[config.mk]
export PLATFORM = sky130hd
export DESIGN_NAME = lcd_seg_driver
export DESIGN_NICKNAME = d
export VERILOG_FILES = /design/src/rtl/lcdseg_pkg.sv /design/src/rtl/seg_shift_chain.sv /design/src/rtl/seg_load_timer.sv /design/src/rtl/seg_frame_latch.sv /design/src/rtl/lcd_seg_driver.sv
export SDC_FILE = /design/constraint.sdc
export NUM_CORES = 1
export LEC_CHECK = 0
export BUFFER_PORTS_ARGS = -buffer_cell sky130_fd_sc_hd__buf_2
export CAP_MARGIN = 10
export CORE_MARGIN = 8
export CORE_UTILIZATION = 45
export DETAILED_ROUTE_END_ITERATION = 6
export PLACE_DENSITY = 0.69
export SETUP_SLACK_MARGIN = 0.5
export SLEW_MARGIN = 20
export SYNTH_ARGS = -nofsm -noshare
export SYNTH_HDL_FRONTEND = slang
export SYNTH_HIERARCHICAL = 1
export SYNTH_SLANG_ARGS = --single-unit
[constraint.sdc]
create_clock -name clk -period 2.2 [get_ports clk]
set_clock_uncertainty 0.2 [all_clocks]
set_input_delay 0.22 -clock clk [delete_from_list [all_inputs] [get_ports clk]]
set_output_delay 0.22 -clock clk [all_outputs]
set_load 0.005 [all_outputs]
[src/rtl/lcdseg_pkg.sv]
// Package lcdseg_pkg
// Shared defaults and the load timer state type for the segment driver.
// Assumes nothing beyond IEEE 1800-2017 packages.
package lcdseg_pkg;

    parameter int unsigned SEG_COUNT_DEF  = 46;
    parameter int unsigned LOAD_DELAY_DEF = 8;

    // States of the load edge counter.
    typedef enum logic [1:0] {
        TMR_ARMED = 2'd0,   // waiting for load to be sampled high
        TMR_COUNT = 2'd1,   // counting consecutive high samples
        TMR_SPENT = 2'd2    // update done, waiting for load low
    } load_tmr_e;

endpackage

[src/rtl/seg_shift_chain.sv]
// Module seg_shift_chain
// Serial-in shift register of SEG_COUNT bits. Data enters bit 0 on the
// rising edge. The top bit is re-timed to the falling edge for the cascade
// output. The next-state value is also exported, so a latch can capture the
// frame including the bit entered on the current edge.
// Assumes ser_din is steady around the rising edge; rst_n is synchronous.
module seg_shift_chain #(
    parameter int unsigned SEG_COUNT = lcdseg_pkg::SEG_COUNT_DEF
) (
    input  logic                 clk,
    input  logic                 rst_n,
    input  logic                 ser_din,
    output logic [SEG_COUNT-1:0] shreg_o,
    output logic [SEG_COUNT-1:0] shnext_o,
    output logic                 cas_o
);

    localparam int unsigned TOP = SEG_COUNT - 1;

    logic [SEG_COUNT-1:0] shreg_q;
    logic                 cas_q;

    // Next shift value: new bit at position 0, the rest move up by one.
    always_comb begin
        shnext_o = {shreg_q[TOP-1:0], ser_din};
    end

    // Shift register stage, updated on the rising edge.
    always_ff @(posedge clk) begin
        if (!rst_n) begin
            shreg_q <= '0;
        end else begin
            shreg_q <= shnext_o;
        end
    end

    // Cascade stage, re-times the top bit to the falling edge.
    always_ff @(negedge clk) begin
        if (!rst_n) begin
            cas_q <= 1'b0;
        end else begin
            cas_q <= shreg_q[TOP];
        end
    end

    assign shreg_o = shreg_q;
    assign cas_o   = cas_q;

endmodule

[src/rtl/seg_load_timer.sv]
// Module seg_load_timer
// Counts consecutive rising edges that sample load high and raises fire_o
// (combinational) during the LOAD_DELAY-th one. After firing it waits in
// SPENT until load is seen low, so a long strobe fires only once.
// Assumes LOAD_DELAY >= 2 and load steady around the rising edge.
module seg_load_timer
    import lcdseg_pkg::*;
#(
    parameter int unsigned LOAD_DELAY = lcdseg_pkg::LOAD_DELAY_DEF
) (
    input  logic clk,
    input  logic rst_n,
    input  logic load,
    output logic fire_o
);

    localparam int unsigned CNT_W = (LOAD_DELAY > 2) ? $clog2(LOAD_DELAY) : 1;
    localparam logic [CNT_W-1:0] CNT_LAST = CNT_W'(LOAD_DELAY - 1);
    localparam logic [CNT_W-1:0] CNT_ONE  = CNT_W'(1);

    load_tmr_e        state_q, state_d;
    logic [CNT_W-1:0] cnt_q, cnt_d;

    // Fire on the edge that completes the required run of high samples.
    always_comb begin
        fire_o = load && (state_q == TMR_COUNT) && (cnt_q == CNT_LAST);
    end

    // Next-state logic for the edge counter.
    always_comb begin
        state_d = state_q;
        cnt_d   = cnt_q;
        if (!load) begin
            state_d = TMR_ARMED;
            cnt_d   = '0;
        end else begin
            unique case (state_q)
                TMR_ARMED: begin
                    state_d = TMR_COUNT;
                    cnt_d   = CNT_ONE;
                end
                TMR_COUNT: begin
                    if (cnt_q == CNT_LAST) begin
                        state_d = TMR_SPENT;
                        cnt_d   = '0;
                    end else begin
                        cnt_d = cnt_q + CNT_ONE;
                    end
                end
                TMR_SPENT: begin
                    state_d = TMR_SPENT;
                    cnt_d   = '0;
                end
                default: begin
                    state_d = TMR_ARMED;
                    cnt_d   = '0;
                end
            endcase
        end
    end

    // State and count registers.
    always_ff @(posedge clk) begin
        if (!rst_n) begin
            state_q <= TMR_ARMED;
            cnt_q   <= '0;
        end else begin
            state_q <= state_d;
            cnt_q   <= cnt_d;
        end
    end

endmodule

[src/rtl/seg_frame_latch.sv]
// Module seg_frame_latch
// Holds the displayed frame and forms the segment waveforms by XOR with the
// backplane. The backplane passes straight through, so chained drivers keep
// the same phase. Assumes cap_en is a single-cycle strobe from the timer.
module seg_frame_latch #(
    parameter int unsigned SEG_COUNT = lcdseg_pkg::SEG_COUNT_DEF
) (
    input  logic                 clk,
    input  logic                 rst_n,
    input  logic                 cap_en,
    input  logic [SEG_COUNT-1:0] frame_i,
    input  logic                 bp_in,
    output logic [SEG_COUNT-1:0] seg_o,
    output logic                 bp_o
);

    logic [SEG_COUNT-1:0] latch_q;

    // Display latch, loaded only when the timer fires.
    always_ff @(posedge clk) begin
        if (!rst_n) begin
            latch_q <= '0;
        end else if (cap_en) begin
            latch_q <= frame_i;
        end
    end

    // One XOR drive cell per segment.
    for (genvar gi = 0; gi < SEG_COUNT; gi++) begin : g_drive
        assign seg_o[gi] = latch_q[gi] ^ bp_in;
    end

    assign bp_o = bp_in;

endmodule

[src/rtl/lcd_seg_driver.sv]
// Module lcd_seg_driver (top)
// Serial LCD segment driver: shift chain with falling-edge cascade output,
// load edge timer, display latch and XOR backplane drive.
// Assumes SEG_COUNT >= 2, LOAD_DELAY >= 2, synchronous active-low reset.
module lcd_seg_driver #(
    parameter int unsigned SEG_COUNT  = lcdseg_pkg::SEG_COUNT_DEF,
    parameter int unsigned LOAD_DELAY = lcdseg_pkg::LOAD_DELAY_DEF
) (
    input  logic                 clk,
    input  logic                 rst_n,
    input  logic                 ser_din,
    input  logic                 load,
    input  logic                 bp_in,
    output logic [SEG_COUNT-1:0] seg_out,
    output logic                 cas_dout,
    output logic                 bp_out
);

    logic [SEG_COUNT-1:0] shreg_q;
    logic [SEG_COUNT-1:0] shnext;
    logic                 fire;

    // Serial input and cascade path.
    seg_shift_chain #(.SEG_COUNT(SEG_COUNT)) u_chain (
        .clk      (clk),
        .rst_n    (rst_n),
        .ser_din  (ser_din),
        .shreg_o  (shreg_q),
        .shnext_o (shnext),
        .cas_o    (cas_dout)
    );

    // Load strobe edge counter.
    seg_load_timer #(.LOAD_DELAY(LOAD_DELAY)) u_timer (
        .clk    (clk),
        .rst_n  (rst_n),
        .load   (load),
        .fire_o (fire)
    );

    // Display latch and drive.
    seg_frame_latch #(.SEG_COUNT(SEG_COUNT)) u_latch (
        .clk     (clk),
        .rst_n   (rst_n),
        .cap_en  (fire),
        .frame_i (shnext),
        .bp_in   (bp_in),
        .seg_o   (seg_out),
        .bp_o    (bp_out)
    );

endmodule

==> results of run 1 <==
==> registers in the layout, indices dropped and copies added, names as in the netlist <==
name,cells
u_timer/cnt_q,3
u_chain/shreg_o,46
u_latch/latch_q,46
u_timer/state_q,2
u_chain/cas_o,1
==> placed cells by master (no fill, tap or decap), types with 2 or more instances in the layout <==
cell            n
clkbuf_16       3
buf_2          52
dlygate4sd3_1   2
buf_4           2
buf_12          4
dfxtp_1        95
and3_2          2
inv_1           2
clkinvlp_4      3
ha_4            3
mux2i_1        47
clkbuf_1        2
xor2_1         46
nor2b_1        46
and2_1         48
clkbuf_8        9
nor2_1          3
dfxtp_2         3
==> path summary, 6_finish.rpt <==
kind / startpoint / to / slack (ps)
setup / recovery: u_chain/cas_o$_SDFF_NN0_ / cas_dout / -110
hold / removal: u_chain/shreg_o[13]$_SDFF_PN0_ / u_chain/shreg_o[14]$_SDFF_PN0_ / 260
setup reg to reg: u_chain/shreg_o[45]$_SDFF_PN0_ / u_chain/cas_o$_SDFF_NN0_ / 410
hold reg to reg: u_chain/shreg_o[13]$_SDFF_PN0_ / u_chain/shreg_o[14]$_SDFF_PN0_ / 260
==> layer usage <==
metal | share of wire | track usage | vias up
met2 | 0.45 | 0.169 | 33
met5 | 0 | 0 | -
met3 | 0.041 | 0.0240 | 10
met4 | 0.022 | 0.0714 | 0
met1 | 0.49 | 0.137 | 1016
li1 | - | - | 1130
==> where the power goes <==
part / internal (mW) / leakage [nW] / switching [mW] / total (mW)
combinational: 0.0803 / 0.920 / 0.0853 / 0.166
clock: 0.409 / 0.0783 / 0.580 / 0.988
sequential: 1.78 / 0.791 / 0.00497 / 1.78
total: 2.27 / 1.79 / 0.670 / 2.94
==> repair_timing <==
| action | CTS | global route |
|---|---|---|
| resized for setup | 11 | 5 |
| hold buffers | 2 | 0 |
| setup endpoints to repair | 48 | 44 |
| buffers inserted | 0 | 1 |
| pin swaps | 2 | 2 |
| hold endpoints to repair | 4 | 0 |
| gates cloned | 1 | 3 |
==> layout make-up <==
class	count	area share
Sequential cell	98	0.449
Multi-Input combinational cell	201	0.372
Timing Repair Buffer	64	0.109
Clock buffer	11	0.0300
Tap cell	105	0.0300
Clock inverter	6	0.00801
Inverter	2	0.00172
==> summary.log, run 1 <==
qor: power.leakagePower 1.79 nW
qor: critical_path.worst_path_dominant_cell_family flip-flops
qor: layout.postLayoutCellArea 4370 um2
qor: critical_path.critical_path.slowest_cell dfxtp_1
qor: run.maxCapViolCount 0
qor: clock_tree.cts_tree done
qor: drt.drt.antenna.violating_nets 0
qor: synthesis.ys_warn_count 6
qor: global_route.grt_overflow 0
qor: clock_tree.cts.sink_count 98
qor: drt.drt-pass1-iter-count 3
qor: placed_design.port_buffers 52
qor: timing.hold_viol_final 0
qor: global_route.initial_antenna_violation_count 0
qor: timing.fin_tns_setup -111 ps
qor: global_route.maximum_number_of_pins_on_one_net_before_global_route_repair 95
qor: critical_path.cp_cell_instances buf_2
qor: outcome.failed_checks negative setup slack
qor: synthesis.syn_area_per_cell 11.7 um2
qor: global_route.wire_length_of_the_first_global_routing_pass 10.2 mm
qor: synthesis.synthesis.nets 333
qor: floorplanning.rows 33
qor: placed_design.dpl-instance-area 4020 um2
qor: drt.num_vias 2189
qor: timing.timing.final.setup_violations 1
qor: floorplanning.design.die.area 11600 um2
qor: floorplanning.fp.dieW 108 um
qor: placed_design.post-place-cells 464
qor: hold_path.hold_path_depth 1
qor: power.ir_drop 0.358 mV
qor: drt.routed_via_density 4.49
qor: layout.instances_no_fill 487
qor: timing.worst-slew-pin-transition 639 ps
qor: clock_tree.cts-root-to-sink-buffers 2
qor: layout.num-nets-final 386
qor: timing.final_critical_path_setup_slack -111 ps
qor: timing.final_max_slew_viol_count 0
qor: clock_tree.cts.root.buffer_cell clkbuf_8
qor: drt.routed_wl 6.46 mm
qor: timing.timing.max_slew.rel_slack 0.574
qor: critical_path.worstPathMaxFanout 1
qor: placed_design.detailed_place_hpwl 3.88 mm
qor: layout.finalCoreUtilization 0.535
qor: placed_design.post-place-ws 276 ps
qor: critical_path.cp-end-kind primary output
qor: global_route.global_route.usage.total 0.110
qor: critical_path.reg2regPathDepth 1
qor: layout.regArea 1970 um2
qor: global_route.via_count_of_the_first_global_routing_pass 2093
qor: clock_tree.cts_buffers 9
qor: clock_tree.clock_latency_of_the_later_clocked_register_in_the_worst_skew_pair 350 ps
qor: floorplanning.die_height 108 um
qor: power.power 2.94 mW
qor: synthesis.synth.cell_area 3770 um2
qor: layout.antennaDiodeCount 0
qor: critical_path.cp.buffers_inverters 1
qor: floorplanning.floorplan.io_pins 53
qor: layout.final_layout_size_suffix_gt1_frac 0.228
qor: floorplanning.initial_utilization 0.462
qor: placed_design.routability_congestion 0.697
qor: floorplanning.coreArea 8180 um2
qor: timing.grt_setup_unrepaired true
qor: drt.avgRoutedWirePerCell 13.3 um
qor: critical_path.required 1780 ps
qor: layout.multiInputGateArea 1630 um2
qor: power.power_density 672 nW/um2
qor: critical_path.cp_slowest_stage_delay 280 ps
qor: layout.layout_overhead_on_the_synthesized_area 15.9%
qor: synthesis.netlist_instances 324
qor: drt.drt_first_iter_violations 56
qor: clock_tree.clkSlewWorstSetupHoldPaths 90 ps
qor: outcome.outcome finished, violations left
qor: critical_path.worstSetupPathType register to primary output
qor: drt.drc_errors 0
qor: critical_path.crit_path_start_kind register
qor: layout.nFillCells 766
qor: timing.timing.hold.ws 264 ps
qor: critical_path.arrival 1890 ps
qor: critical_path.critical_path_depth 1
qor: hold_path.worst_hold_path_type register to register
qor: clock_tree.cts.htree.levels 3
Power figures use the tool's default switching activity.
==> inputs of run 2 (changes only) <==
==> constraint.sdc (replaced) <==
create_clock -name clk -period 2.2 [get_ports clk]
set_clock_uncertainty 0.2 [all_clocks]
set_input_delay 0 -clock clk [delete_from_list [all_inputs] [get_ports clk]]
set_output_delay 0 -clock clk [all_outputs]
set_load 0.005 [all_outputs]
==> summary.log, run 2 (synthesis gave the netlist of run 1 again) <==
qor: outcome.outcome complete, no violations
qor: global_route.via_count_of_the_first_global_routing_pass 2135 [+2.0%]
qor: critical_path.worstSetupPathType register to primary output
qor: drt.routed_wl 6.43 mm [-0.45%]
qor: floorplanning.floorplan.io_pins 53 [unchanged]
qor: hold_path.hold_path_depth 4 [+3]
qor: floorplanning.initial_utilization 0.462 [unchanged]
qor: critical_path.cp.buffers_inverters 1 [unchanged]
qor: timing.grt_setup_unrepaired true
qor: global_route.grt_overflow 0 [unchanged]
qor: floorplanning.design.die.area 11600 um2 [unchanged]
qor: critical_path.cp_cell_instances buf_2
qor: drt.drt-pass1-iter-count 4 [+1]
qor: timing.fin_tns_setup 0 ps [+111 ps]
qor: critical_path.required 2000 ps [+220 ps]
qor: timing.worst-slew-pin-transition 657 ps [+18.2 ps]
qor: critical_path.arrival 1910 ps [+20 ps]
qor: layout.mostFrequentLayoutCells 95 x dfxtp_1, 52 x buf_2, 48 x and2_1
qor: placed_design.detailed_place_hpwl 3.82 mm [-1.6%]
qor: run.maxCapViolCount 0 [unchanged]
qor: critical_path.reg2regPathDepth 1 [unchanged]
qor: placed_design.port_buffers 52 [unchanged]
qor: clock_tree.cts_tree done
qor: drt.drt_first_iter_violations 47 [-16%]
qor: clock_tree.clkSlewWorstSetupHoldPaths 80 ps [about the same]
qor: global_route.global_route.usage.total 0.111 [+0.000740]
qor: timing.final_max_slew_viol_count 0 [unchanged]
qor: layout.antennaDiodeCount 0 [unchanged]
qor: placed_design.routability_congestion 0.687 [-1.5%]
qor: power.ir_drop 0.351 mV [-2.0%]
qor: critical_path.critical_path.slowest_cell dfxtp_2
qor: timing.timing.max_slew.rel_slack 0.562 [-0.0121]
qor: critical_path.reg2reg_from u_chain/shreg_o[45]$_SDFF_PN0_
qor: floorplanning.coreArea 8180 um2 [unchanged]
qor: power.leakagePower 1.84 nW [+2.7%]
qor: critical_path.worstPathMaxFanout 1 [unchanged]
qor: hold_path.worst_hold_startpoint rst_n
qor: critical_path.crit-reg2reg-capture u_chain/cas_o$_SDFF_NN0_
qor: floorplanning.fp.dieW 108 um [unchanged]
qor: clock_tree.cts.root.buffer_cell clkbuf_8
qor: power.power_density 678 nW/um2 [+1.0%]
qor: drt.num_vias 2176 [-0.59%]
qor: drt.drc_errors 0 [unchanged]
qor: global_route.initial_antenna_violation_count 0 [unchanged]
qor: timing.timing.final.setup_violations 0 [-1]
qor: drt.routed_via_density 4.43 [-1.4%]
qor: critical_path.regToRegSetupSlack 410 ps [about the same]
qor: hold_path.worst_hold_path.endpoint u_timer/state_q[0]$_SDFFE_PN0P_
qor: layout.layout_commonest_cell dfxtp_1
qor: layout.layout_overhead_on_the_synthesized_area 18.9%
qor: layout.finalCoreUtilization 0.549 [+0.0138]
qor: global_route.maximum_number_of_pins_on_one_net_before_global_route_repair 95 [unchanged]
qor: floorplanning.die_height 108 um [unchanged]
qor: clock_tree.cts.htree.levels 3 [unchanged]
qor: hold_path.worst_hold_path_type input pin to register
qor: critical_path.crit_path_start_kind register
qor: global_route.wire_length_of_the_first_global_routing_pass 10.1 mm [-0.47%]
qor: layout.final_layout_size_suffix_gt1_frac 0.238 [+0.0106]
qor: placed_design.post-place-cells 464 [unchanged]
qor: clock_tree.cts-root-to-sink-buffers 2 [unchanged]
qor: clock_tree.cts.sink_count 98 [unchanged]
qor: floorplanning.rows 33 [unchanged]
qor: critical_path.worst_path_dominant_cell_family flip-flops
qor: drt.drt.antenna.violating_nets 0 [unchanged]
qor: critical_path.cp-end-kind primary output
qor: timing.hold_viol_final 0 [unchanged]
qor: power.power 3.04 mW [+3.6%]
qor: drt.avgRoutedWirePerCell 13.1 um [-1.3%]
qor: layout.instances_no_fill 491 [+0.82%]
qor: clock_tree.cts_buffers 9 [unchanged]
qor: layout.num-nets-final 391 [+1.3%]
qor: critical_path.cp_slowest_stage_delay 310 ps [+30 ps]
qor: clock_tree.clock_latency_of_the_later_clocked_register_in_the_worst_skew_pair 350 ps [about the same]
-- run 2: metal layers --
layer | routed length, um | global-route usage
met5 | 0 | 0
met2 | 2970 | 0.178
met4 | 113 | 0.0654
met3 | 333 | 0.0365
met1 | 3010 | 0.127
-- run 2: report_power, final --
part	leakage [nW]	total (mW)	internal (mW)	switching, mW
Clock	0.0874	1.10	0.518	0.578
Sequential	0.791	1.78	1.78	0.00470
Combinational	0.959	0.164	0.0793	0.0851
-- run 2: final cells by class --
type	instances	area, um2
Clock inverter	6	60.1
Clock buffer	10	128
Inverter	2	7.51
Fill cell	740	3690
Multi-Input combinational cell	201	1640
Tap cell	105	131
Sequential cell	98	1970
Timing Repair Buffer	69	557
-- run 2: worst max path at each step --
stage,start,endpoint,slack (ps),cells past startpoint
final,u_chain/cas_o$_SDFF_NN0_,cas_dout,90,1
after global routing,u_chain/cas_o$_SDFF_NN0_,cas_dout,40,1
after CTS,u_chain/cas_o$_SDFF_NN0_,cas_dout,70,1
after detailed placement,u_timer/state_q[1]$_SDFFE_PN0P_,u_latch/latch_q[41]$_SDFFE_PN0P_,390,6
after global placement,u_chain/shreg_o[45]$_SDFF_PN0_,u_chain/cas_o$_SDFF_NN0_,390,1
after floorplan,u_chain/shreg_o[45]$_SDFF_PN0_,u_chain/cas_o$_SDFF_NN0_,400,1
-- run 2: worst min-delay path, delay by kind of cell --
kind / cells / cell delay, ps
buffers and inverters: 2 / 450
AND/OR/NAND/NOR: 2 / 210
-- run 2: stage by stage --
step / cell area [um2] / worst slack (ps) / hold slack (ps)
floorplan: 3770 / 402 / -119
global placement: 4010 / 391 / 30.2
detailed placement: 4010 / 391 / 30.9
CTS: 4300 / 68.2 / 168
global route: 4490 / 38.5 / 206
finish: 4490 / 86.8 / 165
-- run 2: timing repair --
action / in CTS / in global routing
hold endpoints to repair: 7 / 0
setup endpoints to repair: 23 / 47
buffers inserted: 1 / 3
gates resized for setup: 6 / 13
gates cloned: 2 / 4
hold buffers: 2 / 0
pin swaps: 1 / 3
==> inputs of run 3 (changes only) <==
Settings changed: CORE_ASPECT_RATIO set to 1.4.
==> summary.log, run 3 (synthesis gave the netlist of run 1 again) <==
qor: outcome.outcome complete, no violations
qor: layout.final_layout_size_suffix_gt1_frac 0.236 [-0.00198]
qor: floorplanning.die_height 124 um [+16%]
qor: timing.grt_setup_unrepaired true
qor: layout.layout_overhead_on_the_synthesized_area 19.4%
qor: drt.routed_via_density 4.58 [+3.3%]
qor: power.leakagePower 1.88 nW [+2.6%]
qor: floorplanning.design.die.area 11600 um2 [+0.36%]
qor: critical_path.worstPathMaxFanout 1 [unchanged]
qor: clock_tree.cts_buffers 9 [unchanged]
qor: layout.nFillCells 752 [+1.6%]
qor: clock_tree.clock_latency_of_the_later_clocked_register_in_the_worst_skew_pair 330 ps [-20 ps]
qor: placed_design.port_buffers 52 [unchanged]
qor: global_route.via_count_of_the_first_global_routing_pass 2227 [+4.3%]
qor: floorplanning.fp.dieW 93.4 um [-13%]
qor: global_route.initial_antenna_violation_count 0 [unchanged]
qor: power.power_density 751 nW/um2 [+11%]
qor: power.ir_drop 0.463 mV [+32%]
qor: floorplanning.initial_utilization 0.463 [+0.00149]
qor: power.switchingPower 0.707 mW [+5.9%]
qor: placed_design.detailed_place_hpwl 3.90 mm [+2.1%]
qor: drt.num_vias 2230 [+2.5%]
qor: power.switching_share 0.209 [-0.0105]
qor: critical_path.critical_path.slowest_cell dfxtp_1
qor: timing.timing.max_slew.rel_slack 0.561 [-0.000748]
qor: clock_tree.cts-root-to-sink-buffers 2 [unchanged]
qor: global_route.maximum_number_of_pins_on_one_net_before_global_route_repair 95 [unchanged]
qor: clock_tree.cts_tree done
qor: layout.multiInputGateArea 1630 um2 [-0.38%]
qor: critical_path.crit_path_start_kind register
qor: critical_path.critPathCapture cas_dout
qor: critical_path.required 2000 ps [about the same]
qor: floorplanning.coreArea 8150 um2 [-0.32%]
qor: critical_path.regToRegSetupSlack 420 ps [about the same]
qor: floorplanning.floorplan.io_pins 53 [unchanged]
qor: timing.final_max_slew_viol_count 0 [unchanged]
qor: layout.regArea 1970 um2 [unchanged]
qor: critical_path.critical_path_depth 1 [unchanged]
qor: critical_path.timing.critical_path.from u_chain/cas_o$_SDFF_NN0_
qor: placed_design.routability_congestion 0.685 [-0.35%]
qor: clock_tree.cts.sink_count 98 [unchanged]
qor: critical_path.reg2regPathDepth 1 [unchanged]
qor: hold_path.worst_hold_path_type input pin to register
qor: critical_path.cp.buffers_inverters 1 [unchanged]
qor: critical_path.worstSetupPathType register to primary output
qor: critical_path.cp_cell_instances buf_2
qor: layout.num-nets-final 389 [-0.51%]
qor: critical_path.reg2reg_from u_chain/shreg_o[45]$_SDFF_PN0_
qor: clock_tree.clkSlewWorstSetupHoldPaths 60 ps [-20 ps]
qor: power.comb_power_share 0.049 [-0.005]
qor: power.share_seq_of_total_power 0.528 [-0.058]
qor: drt.avgRoutedWirePerCell 13.8 um [+5.4%]
qor: critical_path.worst_path_dominant_cell_family flip-flops
qor: timing.hold_viol_final 0 [unchanged]
qor: clock_tree.cts.root.buffer_cell clkbuf_16
qor: run.maxCapViolCount 0 [unchanged]
qor: critical_path.arrival 1900 ps [about the same]
qor: drt.drt-pass1-iter-count 3 [-1]
qor: timing.timing.hold.ws 173 ps [+7.45 ps]
qor: layout.mostFrequentLayoutCells 95 x dfxtp_1, 52 x buf_2, 47 x and2_1
qor: layout.antennaDiodeCount 0 [unchanged]
qor: floorplanning.rows 39 [+18%]
qor: power.internal_power 2.68 mW [+13%]
qor: timing.worst-slew-pin-transition 658 ps [+1.12 ps]
qor: layout.finalCoreUtilization 0.553 [+0.00438]
qor: timing.fin_tns_setup 0 ps [unchanged]
qor: global_route.wire_length_of_the_first_global_routing_pass 10.2 mm [+1.0%]
qor: drt.drt_first_iter_violations 56 [+19%]
qor: drt.drt.antenna.violating_nets 0 [unchanged]
qor: global_route.global_route.usage.total 0.110 [-0.000881]
qor: critical_path.cp_slowest_stage_delay 290 ps [-20 ps]
qor: clock_tree.cts.htree.levels 3 [unchanged]
qor: timing.timing.final.setup_violations 0 [unchanged]
qor: power.share_clk_of_total_power 0.423 [+0.063]
qor: critical_path.crit-reg2reg-capture u_chain/cas_o$_SDFF_NN0_
qor: drt.drc_errors 0 [unchanged]
qor: layout.layout_commonest_cell dfxtp_1
qor: drt.routed_wl 6.72 mm [+4.5%]
qor: critical_path.cp-end-kind primary output
qor: global_route.grt_overflow 0 [unchanged]
run 3: cell types whose count changed in the layout (fill, tap and decap cells not counted), sizes merged:
cell,previous run,this run
clkinv,1,2
buf,63,61
bufinv,1,0
clkinvlp,3,0
inv,3,7
run 3: metal layers:
metal | vias to the layer above | part of all wire | GRT usage
met5 | - | 0 | 0
met1 | 1052 | 0.45 | 0.127
met3 | 11 | 0.044 | 0.0283
met4 | 0 | 0.025 | 0.0771
li1 | 1129 | - | -
met2 | 38 | 0.48 | 0.172
run 3: timing repair:
item	in CTS	in global routing
endpoints found under the setup margin	23	48
hold endpoints to repair	7	0
setup buffers	0	2
hold buffers	2	0
pin swaps	0	3
gates resized for setup	3	15
gates cloned	0	6
run 3: cell type report:
type,count,share of cell area
inverters,2,0.00167
repair buffers,67,0.110
well taps,102,0.0283
multi-input cells,201,0.362
clock buffers,10,0.0555
clock inverters,7,0.00638
flip-flops and latches,98,0.436
run 3: worst min-delay path, cell delays in order:
cell and delay (ps):
buf_2 120, buf_4 320, nor2b_1 220
run 3: stage by stage:
stage	power (mW)	setup WS, ps	cell area (um2)	instances
2_1_floorplan	1.94	402	3770	324
3_3_place_gp	1.99	396	4000	461
3_5_place_dp	1.99	358	4000	461
4_1_cts	3.43	98.4	4310	479
5_1_grt	3.52	70.1	4510	487
6_report	3.38	99.8	4510	487
run 3: power by group through the flow:
stage / Combinational, mW / Clock (mW) / Sequential [mW]
floorplan: 0.109 / 0.00569 / 1.82
detailed placement: 0.163 / 0.00569 / 1.82
global route: 0.184 / 1.55 / 1.79
finish: 0.165 / 1.43 / 1.79
CTS: 0.167 / 1.48 / 1.78
global placement: 0.161 / 0.00569 / 1.82
run 3: worst min path at each step:
stage	from	to	cells after the start
2_1_floorplan	bp_in	bp_out	1
3_3_place_gp	ser_din	u_chain/shreg_o[0]$_SDFF_PN0_	2
3_5_place_dp	ser_din	u_chain/shreg_o[0]$_SDFF_PN0_	2
4_1_cts	rst_n	u_timer/state_q[0]$_SDFFE_PN0P_	4
5_1_grt	rst_n	u_latch/latch_q[40]$_SDFFE_PN0P_	3
6_report	rst_n	u_latch/latch_q[42]$_SDFFE_PN0P_	3
